[config.mk]
export PLATFORM = sky130hd
export DESIGN_NAME = codec_pio_regs
export DESIGN_NICKNAME = d
export VERILOG_FILES = /design/src/rtl/codec_pio_pkg.sv /design/src/rtl/codec_ctl_regs.sv /design/src/rtl/codec_cap_unpack.sv /design/src/rtl/codec_pb_pack.sv /design/src/rtl/codec_pio_regs.sv
export SDC_FILE = /design/constraint.sdc
export NUM_CORES = 1
export LEC_CHECK = 0
export ABC_AREA = 1
export BUFFER_PORTS_ARGS = -buffer_cell sky130_fd_sc_hd__buf_2
export CAP_MARGIN = 20
export CORE_MARGIN = 5
export CORE_UTILIZATION = 61
export DETAILED_ROUTE_END_ITERATION = 8
export PLACE_DENSITY = 0.85
export SLEW_MARGIN = 10
export SYNTH_ARGS = -nofsm -noshare
export SYNTH_HDL_FRONTEND = slang
export SYNTH_SLANG_ARGS = --single-unit
[constraint.sdc]
create_clock -name clk -period 5.19 [get_ports clk]
set_clock_uncertainty 0.15 [all_clocks]
set_input_delay 0.2595 -clock clk [delete_from_list [all_inputs] [get_ports clk]]
set_output_delay 0.2595 -clock clk [all_outputs]
set_load 0.005 [all_outputs]
[src/rtl/codec_pio_pkg.sv]
package codec_pio_pkg;
   localparam int BYTE_W = 8;
   localparam int CH_W   = 16;

   typedef enum logic [1:0] {
      PORT_INDEX  = 2'd0,
      PORT_IDATA  = 2'd1,
      PORT_STATUS = 2'd2,
      PORT_PIO    = 2'd3
   } port_e;

   typedef struct packed {
      logic w16;
      logic stereo;
   } fmt_t;

   // position of the final byte of a sample for a format
   function automatic logic [1:0] last_pos(fmt_t f);
      return {f.w16 & f.stereo, f.w16 | f.stereo};
   endfunction

   // bit offset of byte slot p inside a {right,left} sample
   function automatic int unsigned byte_off(logic [1:0] p, fmt_t f, int unsigned cw, int unsigned bw);
      logic ch;
      logic hi;
      ch = f.stereo ? (f.w16 ? p[1] : p[0]) : 1'b0;
      hi = f.w16 & p[0];
      return (ch ? cw : 0) + (hi ? bw : 0);
   endfunction

   function automatic logic is_upper(logic [1:0] p, fmt_t f);
      return !f.w16 | p[0];
   endfunction

   function automatic logic is_left(logic [1:0] p, fmt_t f);
      return !f.stereo | (f.w16 ? !p[1] : !p[0]);
   endfunction
endpackage

[src/rtl/codec_ctl_regs.sv]
module codec_ctl_regs
   import codec_pio_pkg::*;
#(
   parameter int BW        = BYTE_W,
   parameter int IDX_W     = 4,
   parameter int RESET_IDX = 4
)(
   input  logic             clk,
   input  logic             rst_n,
   input  logic             init_busy,
   input  logic             irq_event,
   input  logic             wr_idx,
   input  logic             wr_dat,
   input  logic             wr_stat,
   input  logic [BW-1:0]    wdata,
   input  logic             ovr,
   input  logic             unr,
   output logic [BW-1:0]    idx_rd,
   output logic [BW-1:0]    dat_rd,
   output fmt_t             fmt,
   output logic             fmt_load,
   output logic             cap_en,
   output logic             pb_en,
   output logic             ien,
   output logic             trd,
   output logic             int_st
);
   localparam logic [BW-1:0] INIT_READ = BW'(1) << (BW-1);

   if (IDX_W + 4 != BW) begin : g_bad_width
      $error("IDX_W must fill the bits above the four control bits");
   end
   if (RESET_IDX >= (1 << IDX_W)) begin : g_bad_reset
      $error("RESET_IDX does not fit IDX_W");
   end

   logic [IDX_W-1:0] idx;
   logic             mce;
   logic             wr_ok_idx, wr_ok_dat;

   assign wr_ok_idx = wr_idx && !init_busy;
   assign wr_ok_dat = wr_dat && !init_busy;
   assign fmt_load  = wr_ok_dat && mce && (idx == IDX_W'(0));

   always_ff @(posedge clk) begin
      if (!rst_n) begin
         idx    <= IDX_W'(RESET_IDX);
         mce    <= 1'b0;
         trd    <= 1'b0;
         fmt    <= '0;
         cap_en <= 1'b0;
         pb_en  <= 1'b0;
         ien    <= 1'b0;
         int_st <= 1'b0;
      end else begin
         if (wr_ok_idx) begin
            idx <= wdata[BW-1 -: IDX_W];
            trd <= wdata[2];
            mce <= wdata[1];
         end
         if (wr_ok_dat) begin
            case (idx)
               IDX_W'(0): if (mce) fmt <= fmt_t'(wdata[1:0]);
               IDX_W'(1): if (mce) {cap_en, pb_en} <= wdata[1:0];
               IDX_W'(2): ien <= wdata[1];
               default: ;
            endcase
         end
         if (irq_event)    int_st <= 1'b1;
         else if (wr_stat) int_st <= 1'b0;
      end
   end

   always_comb begin
      idx_rd = init_busy ? INIT_READ : {idx, 1'b0, trd, mce, init_busy};
      dat_rd = '0;
      if (init_busy) dat_rd = INIT_READ;
      else begin
         case (idx)
            IDX_W'(0): dat_rd = BW'(fmt);
            IDX_W'(1): dat_rd = BW'({cap_en, pb_en});
            IDX_W'(2): dat_rd = BW'({ien, 1'b0});
            IDX_W'(3): dat_rd = BW'({unr, ovr});
            default:   dat_rd = '0;
         endcase
      end
   end
endmodule

[src/rtl/codec_cap_unpack.sv]
module codec_cap_unpack
   import codec_pio_pkg::*;
#(
   parameter int BW = BYTE_W,
   parameter int CW = CH_W
)(
   input  logic            clk,
   input  logic            rst_n,
   input  fmt_t            fmt,
   input  logic            fmt_load,
   input  logic            cap_valid,
   input  logic [2*CW-1:0] cap_data,
   input  logic            rd_pio,
   output logic [BW-1:0]   byte_o,
   output logic [1:0]      ptr,
   output logic [1:0]      last,
   output logic            ready,
   output logic            ovr
);
   if (CW != 2*BW) begin : g_bad_cw
      $error("channel width must be two bytes");
   end

   logic [2*CW-1:0] smp;

   assign last = last_pos(fmt);

   always_ff @(posedge clk) begin
      if (!rst_n) begin
         smp   <= '0;
         ptr   <= '0;
         ready <= 1'b0;
         ovr   <= 1'b0;
      end else if (fmt_load) begin
         ptr   <= '0;
         ready <= 1'b0;
      end else if (cap_valid) begin
         smp   <= cap_data;
         ptr   <= '0;
         ready <= 1'b1;
         ovr   <= ready;
      end else if (rd_pio) begin
         if (ptr != last) ptr <= ptr + 2'd1;
         else             ready <= 1'b0;
      end
   end

   assign byte_o = smp[byte_off(ptr, fmt, CW, BW) +: BW];
endmodule

[src/rtl/codec_pb_pack.sv]
module codec_pb_pack
   import codec_pio_pkg::*;
#(
   parameter int BW = BYTE_W,
   parameter int CW = CH_W
)(
   input  logic            clk,
   input  logic            rst_n,
   input  fmt_t            fmt,
   input  logic            fmt_load,
   input  logic            wr_pio,
   input  logic [BW-1:0]   wdata,
   input  logic            pb_req,
   output logic [2*CW-1:0] pb_data,
   output logic [1:0]      ptr,
   output logic            full,
   output logic            unr
);
   logic [2*CW-1:0] buf_q;
   logic [1:0]      last;

   assign last = last_pos(fmt);

   always_ff @(posedge clk) begin
      if (!rst_n) begin
         buf_q   <= '0;
         pb_data <= '0;
         ptr     <= '0;
         full    <= 1'b0;
         unr     <= 1'b0;
      end else if (fmt_load) begin
         buf_q <= '0;
         ptr   <= '0;
         full  <= 1'b0;
      end else if (pb_req) begin
         if (full) begin
            pb_data <= buf_q;
            buf_q   <= '0;
            ptr     <= '0;
            full    <= 1'b0;
            unr     <= 1'b0;
         end else begin
            unr <= 1'b1;
         end
      end else if (wr_pio && !full) begin
         buf_q[byte_off(ptr, fmt, CW, BW) +: BW] <= wdata;
         if (ptr == last) full <= 1'b1;
         else             ptr  <= ptr + 2'd1;
      end
   end
endmodule

[src/rtl/codec_pio_regs.sv]
module codec_pio_regs
   import codec_pio_pkg::*;
#(
   parameter int BW        = BYTE_W,
   parameter int CW        = CH_W,
   parameter int IDX_W     = 4,
   parameter int RESET_IDX = 4
)(
   input  logic            clk,
   input  logic            rst_n,
   input  logic            init_busy,
   input  logic            irq_event,
   input  logic [1:0]      bus_addr,
   input  logic            bus_wr,
   input  logic            bus_rd,
   input  logic [BW-1:0]   bus_wdata,
   output logic [BW-1:0]   bus_rdata,
   input  logic            cap_valid,
   input  logic [2*CW-1:0] cap_data,
   input  logic            pb_req,
   output logic [2*CW-1:0] pb_data,
   output logic            cap_drq,
   output logic            pb_drq,
   output logic            irq,
   output logic            ovr_flag,
   output logic            unr_flag
);
   fmt_t          fmt;
   logic          fmt_load, cap_en, pb_en, ien, trd, int_st;
   logic [BW-1:0] idx_rd, dat_rd, cap_byte, status;
   logic [1:0]    cap_ptr, cap_last, pb_ptr;
   logic          cap_ready, pb_full, hold;

   codec_ctl_regs #(.BW(BW), .IDX_W(IDX_W), .RESET_IDX(RESET_IDX)) ctl_i (
      .clk, .rst_n, .init_busy, .irq_event,
      .wr_idx (bus_wr && bus_addr == PORT_INDEX),
      .wr_dat (bus_wr && bus_addr == PORT_IDATA),
      .wr_stat(bus_wr && bus_addr == PORT_STATUS),
      .wdata  (bus_wdata),
      .ovr    (ovr_flag),
      .unr    (unr_flag),
      .idx_rd, .dat_rd, .fmt, .fmt_load, .cap_en, .pb_en, .ien, .trd, .int_st
   );

   codec_cap_unpack #(.BW(BW), .CW(CW)) cap_i (
      .clk, .rst_n, .fmt, .fmt_load, .cap_valid, .cap_data,
      .rd_pio(bus_rd && bus_addr == PORT_PIO),
      .byte_o(cap_byte), .ptr(cap_ptr), .last(cap_last),
      .ready(cap_ready), .ovr(ovr_flag)
   );

   codec_pb_pack #(.BW(BW), .CW(CW)) pb_i (
      .clk, .rst_n, .fmt, .fmt_load,
      .wr_pio(bus_wr && bus_addr == PORT_PIO),
      .wdata (bus_wdata),
      .pb_req, .pb_data, .ptr(pb_ptr), .full(pb_full), .unr(unr_flag)
   );

   assign status = BW'({int_st, !pb_full, is_left(pb_ptr, fmt), is_upper(pb_ptr, fmt),
                        ovr_flag | unr_flag,
                        cap_ready, is_left(cap_ptr, fmt), is_upper(cap_ptr, fmt)});

   assign hold    = trd && int_st;
   assign cap_drq = cap_en && cap_ready && !hold;
   assign pb_drq  = pb_en && !pb_full && !hold;
   assign irq     = ien && int_st;

   always_comb begin
      case (port_e'(bus_addr))
         PORT_INDEX:  bus_rdata = idx_rd;
         PORT_IDATA:  bus_rdata = dat_rd;
         PORT_STATUS: bus_rdata = status;
         default:     bus_rdata = cap_byte;
      endcase
   end
endmodule

==> results_dict.tcl <==
set metrics [dict create \
    status "completed" \
    numCtsBuffers 17 \
    totalWireLength_microns 16400 \
    layout_commonest_cell "nand2_1" \
    syn_nets 882 \
    antenna_found_initial 0 \
    postCtsHoldBufs 44 \
    power_density_nw_per_um2 318 \
    drt_iter0_markers 610 \
    maxCapViolCount 0 \
    vias_per_cell 5.70 \
    final_nets 992 \
    synth_seq_cells 116 \
    rrSetupSlack_ns 2.07 \
    ctsHtreeMaxLevel 4 \
    fillers 650 \
    ir_drop_uv 221 \
    clock_latency_ns 0.52 \
    holdPathStages 5 \
    dpl.hpwl_microns 10500 \
    path_clk_slew_ns 0.06 \
    endpoint_kind "output pin" \
    portBuffers 94 \
    netlist_area_sq_um 5560 \
    timing.rr.end "pb_i.buf_q[16]" \
    netlist_instances 827 \
    crit_path_start_kind "flip-flop" \
    drive_gt1_frac 0.138 \
    diodes 0 \
    cts_tree "done" \
    fin_ws_ns 1.82 \
    maxSlewViolCount 0 \
    die_height_microns 106 \
    rows 34 \
    setup_violations 0 \
    clockRootBuffer "clkbuf_8" \
    rr_worst_depth 6 \
    grtUsageTotal 0.296 \
    post_cts.repair.setup_buffers 0 \
    worstPathMaxFanout 27 \
    hold_path_end "pb_i.buf_q[27]" \
    core_sq_um 8810 \
    cp-startpoint "ctl_i.fmt[1]" \
    synth.avg_cell_area_sq_um 6.73 \
    die_area_sq_um 11100 \
    finalSetupTns_ns 0 \
    layout_common_cells "189 x nand2_1, 133 x nor2_1, 116 x dfxtp_1, 94 x buf_2" \
    drc 0 \
    fin_crit_sh 0.650 \
    min_period_ns 3.37 \
    ios 95 \
    cp.arrival_ns 2.96 \
    grt_pass1_vias 5649 \
    hold_viol 0 \
    reg2reg_from "ctl_i.fmt[1]" \
    required_ns 4.78 \
    grt_max_degree 105 \
    hold_start "bus_wdata[3]" \
    areaGrowthSynthToFinish_pct 25.4 \
    power.leakage_uw 0.00326 \
    initial_utilization 0.632 \
    ant_nets 0 \
    synth_warnings 0 \
    clk_path_buf_depth 2 \
    wire_per_inst_microns 15.6 \
    ys_types 24 \
    fin_cells 1057 \
    ys_seq_area_frac 0.417 \
    ctsResizeCount 0 \
    dp_cells 980 \
    num_vias 6026 \
    max_freq_mhz 297 \
    firstDrtPassIters 8 \
    hp-class "input port to flip-flop" \
    gp_congestion 0.981 \
    dp_worst_setup_slack_ns 2.12 \
    tightest_slew_ns 1.12 \
    cts_sinks 116 \
    crit_type "flip-flop to output pin" \
    rsz0062_at_grt "no" \
    grt_first_pass_wirelength_microns 27000 \
    max_slew_margin 0.253 \
    grt_overflow 0 \
    dieWidth_microns 106 \
]
==> how the worst max path moves through the flow <==
stage / endpoint / slack [ns]
2_1_floorplan: pb_i.buf_q[0] / 2.97
3_3_place_gp: pb_i.buf_q[9] / 2.28
3_5_place_dp: pb_i.buf_q[14] / 2.12
4_1_cts: bus_rdata[7] / 1.88
5_1_grt: bus_rdata[7] / 1.52
6_report: bus_rdata[7] / 1.82
==> cell families (layout without fill, tap and decap cells) <==
group	count (synthesis)	count (layout)	share of synthesized area
AOI/OAI and AO/OA	127	127	0.120
xor gates and xnor gates	4	4	0.00630
adders and majority gates	5	5	0.0112
buffers and inverters	113	235	0.0839
DFF	116	116	0.417
and+or+nand+nor	462	462	0.361
==> worst max-delay path: stages, from the launching register on <==
cell and delay [ns]:
dfxtp_1 0.94, inv_1 0.23, nand2_1 0.12, nand3_1 0.45, o211ai_1 0.42, nand3_1 0.13, buf_2 0.15
==> cells in the mapped netlist <==
cell type,n,share of area
clkinv_1,3,0.0020
a22oi_1,4,0.0054
xnor2_1,1,0.0016
nor2_1,133,0.090
buf_6,1,0.0020
nor3_1,12,0.011
nand2_1,189,0.13
nand4_1,9,0.010
dfxtp_1,116,0.42
nand3_1,83,0.075
buf_1,5,0.0034
inv_2,2,0.0013
nand2_2,2,0.0022
xor2_1,3,0.0047
nand3b_1,34,0.046
inv_1,58,0.039
ha_1,5,0.011
a21oi_1,83,0.075
o21ai_0,30,0.027
buf_2,19,0.017
o211ai_1,9,0.012
buf_4,3,0.0040
a31oi_1,1,0.0011
clkbuf_1,22,0.015
==> through the flow <==
stage	total power [uW]	hold WS, ns	util	cell area, sq um
2_1_floorplan	1050	0.227	-	5560
3_3_place_gp	1100	0.296	0.675	5950
3_5_place_dp	1100	0.300	0.675	5950
4_1_cts	2210	0.0523	0.788	6940
5_1_grt	2290	0.0849	0.792	6980
6_report	2220	0.0505	0.792	6980
==> power by group <==
part / switching [uW] / internal, uW
Combinational: 97.6 / 78.2
Clock: 423 / 677
Sequential: 20.7 / 919
Total: 541 / 1670
==> metal layers <==
metal | global-route usage | up-vias | wire, microns
li1 | - | 2905 | -
met1 | 0.391 | 2754 | 6880
met2 | 0.472 | 315 | 7640
met3 | 0.0837 | 52 | 1480
met4 | 0.0925 | 0 | 436
met5 | 0 | - | 0
==> cell type report <==
cell class              count  area [sq um]  area share
inverters                  63           236      0.0339
repair buffers            141           953       0.137
well taps                 108           135      0.0194
clock inverters            13           135      0.0194
flip-flops and latches    116          2320       0.333
multi-input cells         598          2780       0.398
clock buffers              18           418      0.0599
==> state kept, by name (all words and copies together) (netlist names), 2 cells and up <==
name	count
cap_i.ptr	2
cap_i.smp	32
ctl_i.fmt	2
ctl_i.idx	4
pb_i.buf_q	32
pb_i.pb_data	32
pb_i.ptr	2
No activity file was read; power rests on OpenSTA's default activity.
